$ cat src/rtl/psw_pkg.sv
package psw_pkg;
  localparam int unsigned OP_W = 3;

  typedef enum logic [OP_W-1:0] {
    OP_NONE  = 3'd0,
    OP_ADD   = 3'd1,
    OP_ADDC  = 3'd2,
    OP_SUBB  = 3'd3,
    OP_MUL   = 3'd4,
    OP_DIV   = 3'd5,
    OP_OTHER = 3'd6
  } alu_op_e;

  localparam int unsigned BIT_CY  = 7;
  localparam int unsigned BIT_AC  = 6;
  localparam int unsigned BIT_UFA = 5;
  localparam int unsigned BIT_BK1 = 4;
  localparam int unsigned BIT_BK0 = 3;
  localparam int unsigned BIT_OV  = 2;
  localparam int unsigned BIT_UFB = 1;
  localparam int unsigned BIT_PAR = 0;

  typedef struct packed {
    logic hit;
    logic cy;
    logic ac;
    logic ov;
  } flag_upd_t;
endpackage

$ cat src/rtl/psw_rst_sync.sv
module psw_rst_sync #(
  parameter int unsigned STAGES = 2
) (
  input  logic clk,
  input  logic rst_n,
  output logic rst_sync_n
);
  logic [STAGES-1:0] sync_q;

  always_ff @(posedge clk or negedge rst_n) begin
    if (!rst_n) sync_q <= '0;
    else        sync_q <= {sync_q[STAGES-2:0], 1'b1};
  end

  assign rst_sync_n = sync_q[STAGES-1];
endmodule

$ cat src/rtl/psw_alu_flags.sv
module psw_alu_flags
  import psw_pkg::*;
#(
  parameter int unsigned DW = 8
) (
  input  logic [OP_W-1:0] op_i,
  input  logic [DW-1:0]   opa_i,
  input  logic [DW-1:0]   opb_i,
  input  logic            cin_i,
  output flag_upd_t       upd_o
);
  localparam int unsigned NW = DW / 2;

  logic [DW:0]     sum_w;
  logic [DW:0]     sub_w;
  logic [NW:0]     nib_sum;
  logic [NW:0]     nib_sub;
  logic [2*DW-1:0] prod_w;
  logic            cin_eff;

  always_comb begin
    cin_eff = (op_i == OP_ADD) ? 1'b0 : cin_i;
    sum_w   = {1'b0, opa_i} + {1'b0, opb_i} + {{DW{1'b0}}, cin_eff};
    sub_w   = {1'b0, opa_i} - {1'b0, opb_i} - {{DW{1'b0}}, cin_eff};
    nib_sum = {1'b0, opa_i[NW-1:0]} + {1'b0, opb_i[NW-1:0]} + {{NW{1'b0}}, cin_eff};
    nib_sub = {1'b0, opa_i[NW-1:0]} - {1'b0, opb_i[NW-1:0]} - {{NW{1'b0}}, cin_eff};
    prod_w  = opa_i * opb_i;
    upd_o   = '0;
    unique case (op_i)
      OP_ADD, OP_ADDC: begin
        upd_o.hit = 1'b1;
        upd_o.cy  = sum_w[DW];
        upd_o.ac  = nib_sum[NW];
        upd_o.ov  = (opa_i[DW-1] == opb_i[DW-1]) && (sum_w[DW-1] != opa_i[DW-1]);
      end
      OP_SUBB: begin
        upd_o.hit = 1'b1;
        upd_o.cy  = sub_w[DW];
        upd_o.ac  = nib_sub[NW];
        upd_o.ov  = (opa_i[DW-1] != opb_i[DW-1]) && (sub_w[DW-1] != opa_i[DW-1]);
      end
      OP_MUL: begin
        upd_o.hit = 1'b1;
        upd_o.ov  = |prod_w[2*DW-1:DW];
      end
      OP_DIV: begin
        upd_o.hit = 1'b1;
        upd_o.ov  = (opb_i == '0);
      end
      default: upd_o = '0;
    endcase
  end
endmodule

$ cat src/rtl/psw_unit.sv
module psw_unit
  import psw_pkg::*;
#(
  parameter int unsigned DW      = 8,
  parameter int unsigned BANK_SZ = 8,
  parameter int unsigned ADDR_W  = 5
) (
  input  logic           clk,
  input  logic           rst_n,
  input  logic [2:0]     op_i,
  input  logic [DW-1:0]  opa_i,
  input  logic [DW-1:0]  opb_i,
  input  logic           cin_i,
  input  logic [DW-1:0]  acc_i,
  input  logic           wr_byte_i,
  input  logic           wr_bit_i,
  input  logic [2:0]     wr_sel_i,
  input  logic [7:0]     wr_data_i,
  output logic [7:0]     status_o,
  output logic [ADDR_W-1:0] bank_base_o,
  output logic           cy_o,
  output logic           ac_o,
  output logic           ov_o,
  output logic           par_o
);
  localparam int unsigned BANK_SH = $clog2(BANK_SZ);

  logic      rst_sync_n;
  flag_upd_t upd;
  logic [7:1] flags_q, flags_d;
  logic       flags_en;
  logic       par_q, par_d;

  psw_rst_sync #(.STAGES(2)) u_rst (
    .clk       (clk),
    .rst_n     (rst_n),
    .rst_sync_n(rst_sync_n)
  );

  psw_alu_flags #(.DW(DW)) u_flags (
    .op_i (op_i),
    .opa_i(opa_i),
    .opb_i(opb_i),
    .cin_i(cin_i),
    .upd_o(upd)
  );

  // next state: software store first, arithmetic flags override it
  always_comb begin
    flags_d = flags_q;
    if (wr_byte_i) begin
      flags_d = wr_data_i[7:1];
    end else if (wr_bit_i && (wr_sel_i != 3'd0)) begin
      flags_d[wr_sel_i] = wr_data_i[0];
    end
    if (upd.hit) begin
      flags_d[BIT_CY] = upd.cy;
      flags_d[BIT_AC] = upd.ac;
      flags_d[BIT_OV] = upd.ov;
    end
    flags_en = upd.hit | wr_byte_i | wr_bit_i;
    par_d    = ^acc_i;
  end

  always_ff @(posedge clk or negedge rst_sync_n) begin
    if (!rst_sync_n) begin
      flags_q <= '0;
      par_q   <= 1'b0;
    end else begin
      if (flags_en) flags_q <= flags_d;
      par_q <= par_d;
    end
  end

  assign status_o    = {flags_q, par_q};
  assign bank_base_o = ADDR_W'({flags_q[BIT_BK1], flags_q[BIT_BK0]}) << BANK_SH;
  assign cy_o        = flags_q[BIT_CY];
  assign ac_o        = flags_q[BIT_AC];
  assign ov_o        = flags_q[BIT_OV];
  assign par_o       = par_q;

  AST_IDLE_HOLD: assert property (@(posedge clk) disable iff (!rst_sync_n)
    ((op_i == OP_NONE || op_i == OP_OTHER) && !wr_byte_i && !wr_bit_i)
      |=> $stable(status_o[7:1])) else $error("idle hold");
  AST_MULDIV_CLR: assert property (@(posedge clk) disable iff (!rst_sync_n)
    (op_i == OP_MUL || op_i == OP_DIV) |=> (!cy_o && !ac_o)) else $error("muldiv clear");
  AST_DIV_ZERO: assert property (@(posedge clk) disable iff (!rst_sync_n)
    (op_i == OP_DIV && opb_i == '0) |=> ov_o) else $error("div zero");
  AST_PARITY: assert property (@(posedge clk) disable iff (!rst_sync_n)
    $past(rst_sync_n) |-> (par_o == ^$past(acc_i))) else $error("parity");
  AST_STORE_KEEPS: assert property (@(posedge clk) disable iff (!rst_sync_n)
    (op_i inside {OP_ADD, OP_ADDC, OP_SUBB} && wr_byte_i)
      |=> (status_o[BIT_UFA] == $past(wr_data_i[BIT_UFA]))) else $error("store");
  AST_BANK_ALIGN: assert property (@(posedge clk) disable iff (!rst_sync_n)
    1'b1 |=> ($past(wr_byte_i) -> bank_base_o[BANK_SH-1:0] == '0)) else $error("bank");
endmodule

$ cat config.mk
export PLATFORM = sky130hd
export DESIGN_NAME = psw_unit
export DESIGN_NICKNAME = d
export VERILOG_FILES = /design/src/rtl/psw_pkg.sv /design/src/rtl/psw_rst_sync.sv /design/src/rtl/psw_alu_flags.sv /design/src/rtl/psw_unit.sv
export SDC_FILE = /design/constraint.sdc
export NUM_CORES = 1
export LEC_CHECK = 0
export BUFFER_PORTS_ARGS = -buffer_cell sky130_fd_sc_hd__buf_2
export CAP_MARGIN = 0
export CORE_MARGIN = 4
export CORE_UTILIZATION = 39
export DETAILED_ROUTE_END_ITERATION = 8
export GPL_TIMING_DRIVEN = 0
export PLACE_DENSITY = 0.69
export SKIP_LAST_GASP = 1
export SLEW_MARGIN = 5
export SYNTH_ARGS = -nofsm -noshare
export SYNTH_HDL_FRONTEND = slang
export SYNTH_SLANG_ARGS = --single-unit
$ cat constraint.sdc
create_clock -name clk -period 1.3 [get_ports clk]
set_input_delay 0.325 -clock clk [delete_from_list [all_inputs] [get_ports clk]]
set_output_delay 0.325 -clock clk [all_outputs]
set_load 0.005 [all_outputs]
==> flow_summary_export.csv <==
group,metric,value,unit
outcome,status,"finished with violations",
outcome,violations,"setup timing",
pwr,power,4.51,mW
drt,vias_per_cell,5.10,
timing,total_negative_slack,-4.39,ns
floorplanning,fp.dieH,98.9,µm
yosys,postSynth.topFlopCell,"dfrtp_1",
pwr,leakage,2.10,nW
yosys,ys_ff_latch,10,
finish,post_route_cells_drive_above_1_share,28.1,%
timing,clock-skew-final,0.00125,ns
pwr,p_clk_share,8.6,%
drt,wirelength,8.15,mm
critical_path,crit_path_end_kind,"register",
placed_design,gpl_congestion,0.818,
pwr,power-per-cell-area,1080,nW/µm²
clock_tree,clkSlewWorstSetupHoldPaths,0.05,ns
critical_path,kind_of_critical_path,"in -> reg",
timing,max_freq,0.244,GHz
timing,final_min_period_over_clock_period,315,%
finish,area_growth,30.2,%
clock_tree,cts.sinks,10,
global_routing,first_pass_grt_wire_length,13.9,mm
clock_tree,cts-root-to-sink-buffers,2,
clock_tree,clk-insertion-delay-late,0.23,ns
finish,antenna_cells,0,
yosys,number_of_synthesized_flops_with_an_enable_pin,0,
global_routing,grt_max_degree,11,
job,max_cap_viol_count,0,
global_routing,residual_overflow_from_global_routing,0,
placed_design,hpwl,6.56,mm
yosys,synthesis.area_per_instance,8.30,µm²
floorplanning,boundary_pin_count,60,
timing,final-setup-viol-count,3,
timing,unrepaired_setup_endpoints_after_global_routing,"true",
clock_tree,h_tree_lvl_count,1,
global_routing,groute.layer.met2.usage,31.2,%
critical_path,reg_to_reg_setup_timing_slack,0.13,ns
yosys,synth_seq_area_share,7.77,%
finish,utilization,53.2,%
placed_design,placed_cells,546,
pwr,p_seq_share,8.5,%
global_routing,global_route.peak_usage_layer,"met2",
finish,layout.nets,602,
drt,routed_wire_length_per_instance,14.3,µm
clock_tree,tritoncts,"yes",
critical_path,critical_path.max_fanout,7,
pwr,p_switching,2.08,mW
critical_path,critical_path_required,1.42,ns
global_routing,via_count_of_the_first_global_routing_pass,3015,
clock_tree,cts-buffers-inserted,3,
finish,instances_no_fill,571,
finish,fillerInstances,725,
yosys,post_synth_inst_count,388,
timing,period_minus_slack,4.09,ns
yosys,postSynth.asyncResetShare,100,%
drt,first_pass_iteration_count_of_the_detailed_router,4,
critical_path,crit_start,"opb_i[3]",
pwr,vdd.ir_drop.worst,0.802,mV
hold_path,min-delay-path-class,"reg -> async",
pwr,power.internal,2.43,mW
floorplanning,core_region_area,7890,µm²
timing,worst_slack,-2.79,ns
floorplanning,die_width,98.9,µm
timing,timing.final.max_slew_violations,0,
critical_path,worstReg2RegStart,"flags_q[6]$_DFFE_PN0P_",
drt,drt.antenna.violating_nets,0,
yosys,synth_warnings,0,
critical_path,start_kind,"primary input",
global_routing,grt_antenna_before_repair,0,
drt,drc_errors,0,
yosys,post_synth_design_cell_area,3220,µm²
pwr,sw_frac_of_total,46.1,%
floorplanning,die_area,9770,µm²
global_routing,overall_global_routing_resource_usage,16.9,%
clock_tree,cts_root_buf,"clkbuf_8",
drt,routed-via-count,2910,
pwr,share_comb_of_total_power,82.8,%
yosys,yosysUniqueCellTypes,47,
global_routing,grt_util_met3,1.06,%
floorplanning,initial_utilization,40.8,%
global_routing,grt.met1_usage,22.2,%
placed_design,placement.io_buffers,54,
floorplanning,placement_rows,32,
timing,hold_viol_final,0,
drt,drt_first_iter_violations,118,
critical_path,critical_path_arrival,4.21,ns
timing,hold_ws,0.134,ns
==> timing repair <==
action                     in CTS  in global routing
setup endpoints to repair       3                  3
hold endpoints to repair        2                  0
gates resized for setup        42                 17
pin swaps                      27                 15
buffers inserted               18                  2
hold buffers                    1                  0
==> synth_stat cells (all sizes together) (2+ instances only) <==
cell type  number  area share, %
inv            63            7.3
conb            2           0.23
fa             37             23
xor2            3           0.82
nand2          36            4.2
nand4b          3           0.82
a21oi          14            2.2
a211oi          3           0.85
dfrtp          10            7.8
and3            2           0.39
o31ai           2           0.47
nor3           10            1.6
nor3b           2           0.47
nor4            2           0.39
mux2i          11            3.4
nand2b          5           0.97
buf            12            2.6
and2           27            5.2
mux2            2           0.70
nand3           6           0.93
nor2           33            3.8
o21ai          18            2.9
nor2b           2           0.39
ha             52             20
nand4           3           0.58
xnor2          11            3.0
==> per-layer routing <==
| metal | up-vias | wire length [µm] |
|---|---|---|
| li1 | 1425 | - |
| met1 | 1426 | 3450 |
| met2 | 53 | 4380 |
| met3 | 6 | 244 |
| met4 | 0 | 73 |
| met5 | - | 0 |
==> power groups by stage <==
stage	combinational (mW)	clock [mW]	sequential, mW
floorplan	2.38	0	0.391
global placement	3.00	0	0.388
detailed placement	3.11	0	0.390
CTS	3.40	0.392	0.386
global route	4.17	0.412	0.394
finish	3.74	0.390	0.385
==> sequential cells by signal, indices dropped and copies added (netlist names) <==
| register | flops |
|---|---|
| u_rst.sync_q | 2 |
| flags_q | 7 |
| par_o | 1 |
==> final timing paths <==
kind | endpoint | cells after the start
worst min-delay path | flags_q[5]$_DFFE_PN0P_ | 0
worst min register to register | flags_q[5]$_DFFE_PN0P_ | 0
max in group asynchronous | u_rst.sync_q[1]$_DFF_PN0_ | 2
min in group clk | flags_q[3]$_DFFE_PN0P_ | 3
worst max register to register | flags_q[6]$_DFFE_PN0P_ | 6
worst max-delay path | flags_q[2]$_DFFE_PN0P_ | 17
==> stage by stage <==
stage	area [µm²]	setup slack, ns
4_1_cts	4100	-2.79
6_report	4190	-2.79
3_3_place_gp	3740	-3.14
5_1_grt	4190	-2.93
3_5_place_dp	3740	-3.23
2_1_floorplan	3340	-2.67
==> cells by family (layout without fill, tap and decap cells) <==
| kind of cell | count (synthesis) | after routing | share of synthesized area, % |
|---|---|---|---|
| multiplexers | 13 | 13 | 4.12 |
| buffers and inverters | 76 | 155 | 10.0 |
| flip-flops | 10 | 10 | 7.77 |
| adder cells (fa/ha/maj) | 89 | 89 | 43.2 |
| XOR/XNOR | 14 | 14 | 3.81 |
| AO/OA/AOI/OAI | 48 | 48 | 9.68 |
| AND/OR/NAND/NOR | 136 | 136 | 21.1 |
| other | 2 | 4 | 0.233 |
==> area by class of cell <==
class	instances	area, µm²	share of cell area [%]
inverters	63	236	5.64
flip-flops and latches	10	250	5.97
repair buffers	75	522	12.4
plain buffers	13	113	2.69
clock buffers	4	55.1	1.31
multi-input cells	304	2890	68.9
well taps	102	128	3.04
==> critical path: stages <==
cell and delay (ns):
buf_12 0.12, and2_4 0.16, fa_1 0.52, inv_1 0.05, fa_1 0.49, inv_2 0.04, fa_1 0.47, fa_1 0.60
ha_4 0.23, o21ai_4 0.14, o21bai_1 0.10, a32oi_2 0.26, buf_4 0.19, nor3b_4 0.19, nor3_2 0.06, and4b_1 0.24
nor2_1 0.04
==> placed cells by master, fill, tap and decap left out, types with 3 or more instances in the layout <==
cell	synthesis	final
nand3_1	6	5
o21ai_2	1	3
nand2_2	0	3
mux2i_1	11	11
dfrtp_1	10	10
ha_4	0	7
nand2b_1	5	5
nand4_1	3	3
a21oi_2	0	4
inv_1	63	61
and2_1	27	22
buf_4	9	33
nor2_1	33	31
buf_6	0	6
and2_4	0	5
buf_8	0	4
a21oi_1	14	9
fa_1	37	35
xnor2_1	11	11
nand4b_1	3	3
o21ai_1	5	3
conb_1	2	4
xor2_1	3	3
clkbuf_8	0	4
buf_2	3	41
nor3_1	10	9
o21ai_0	12	11
nand2_1	36	33
ha_1	52	45
Power figures use the tool's default switching activity.
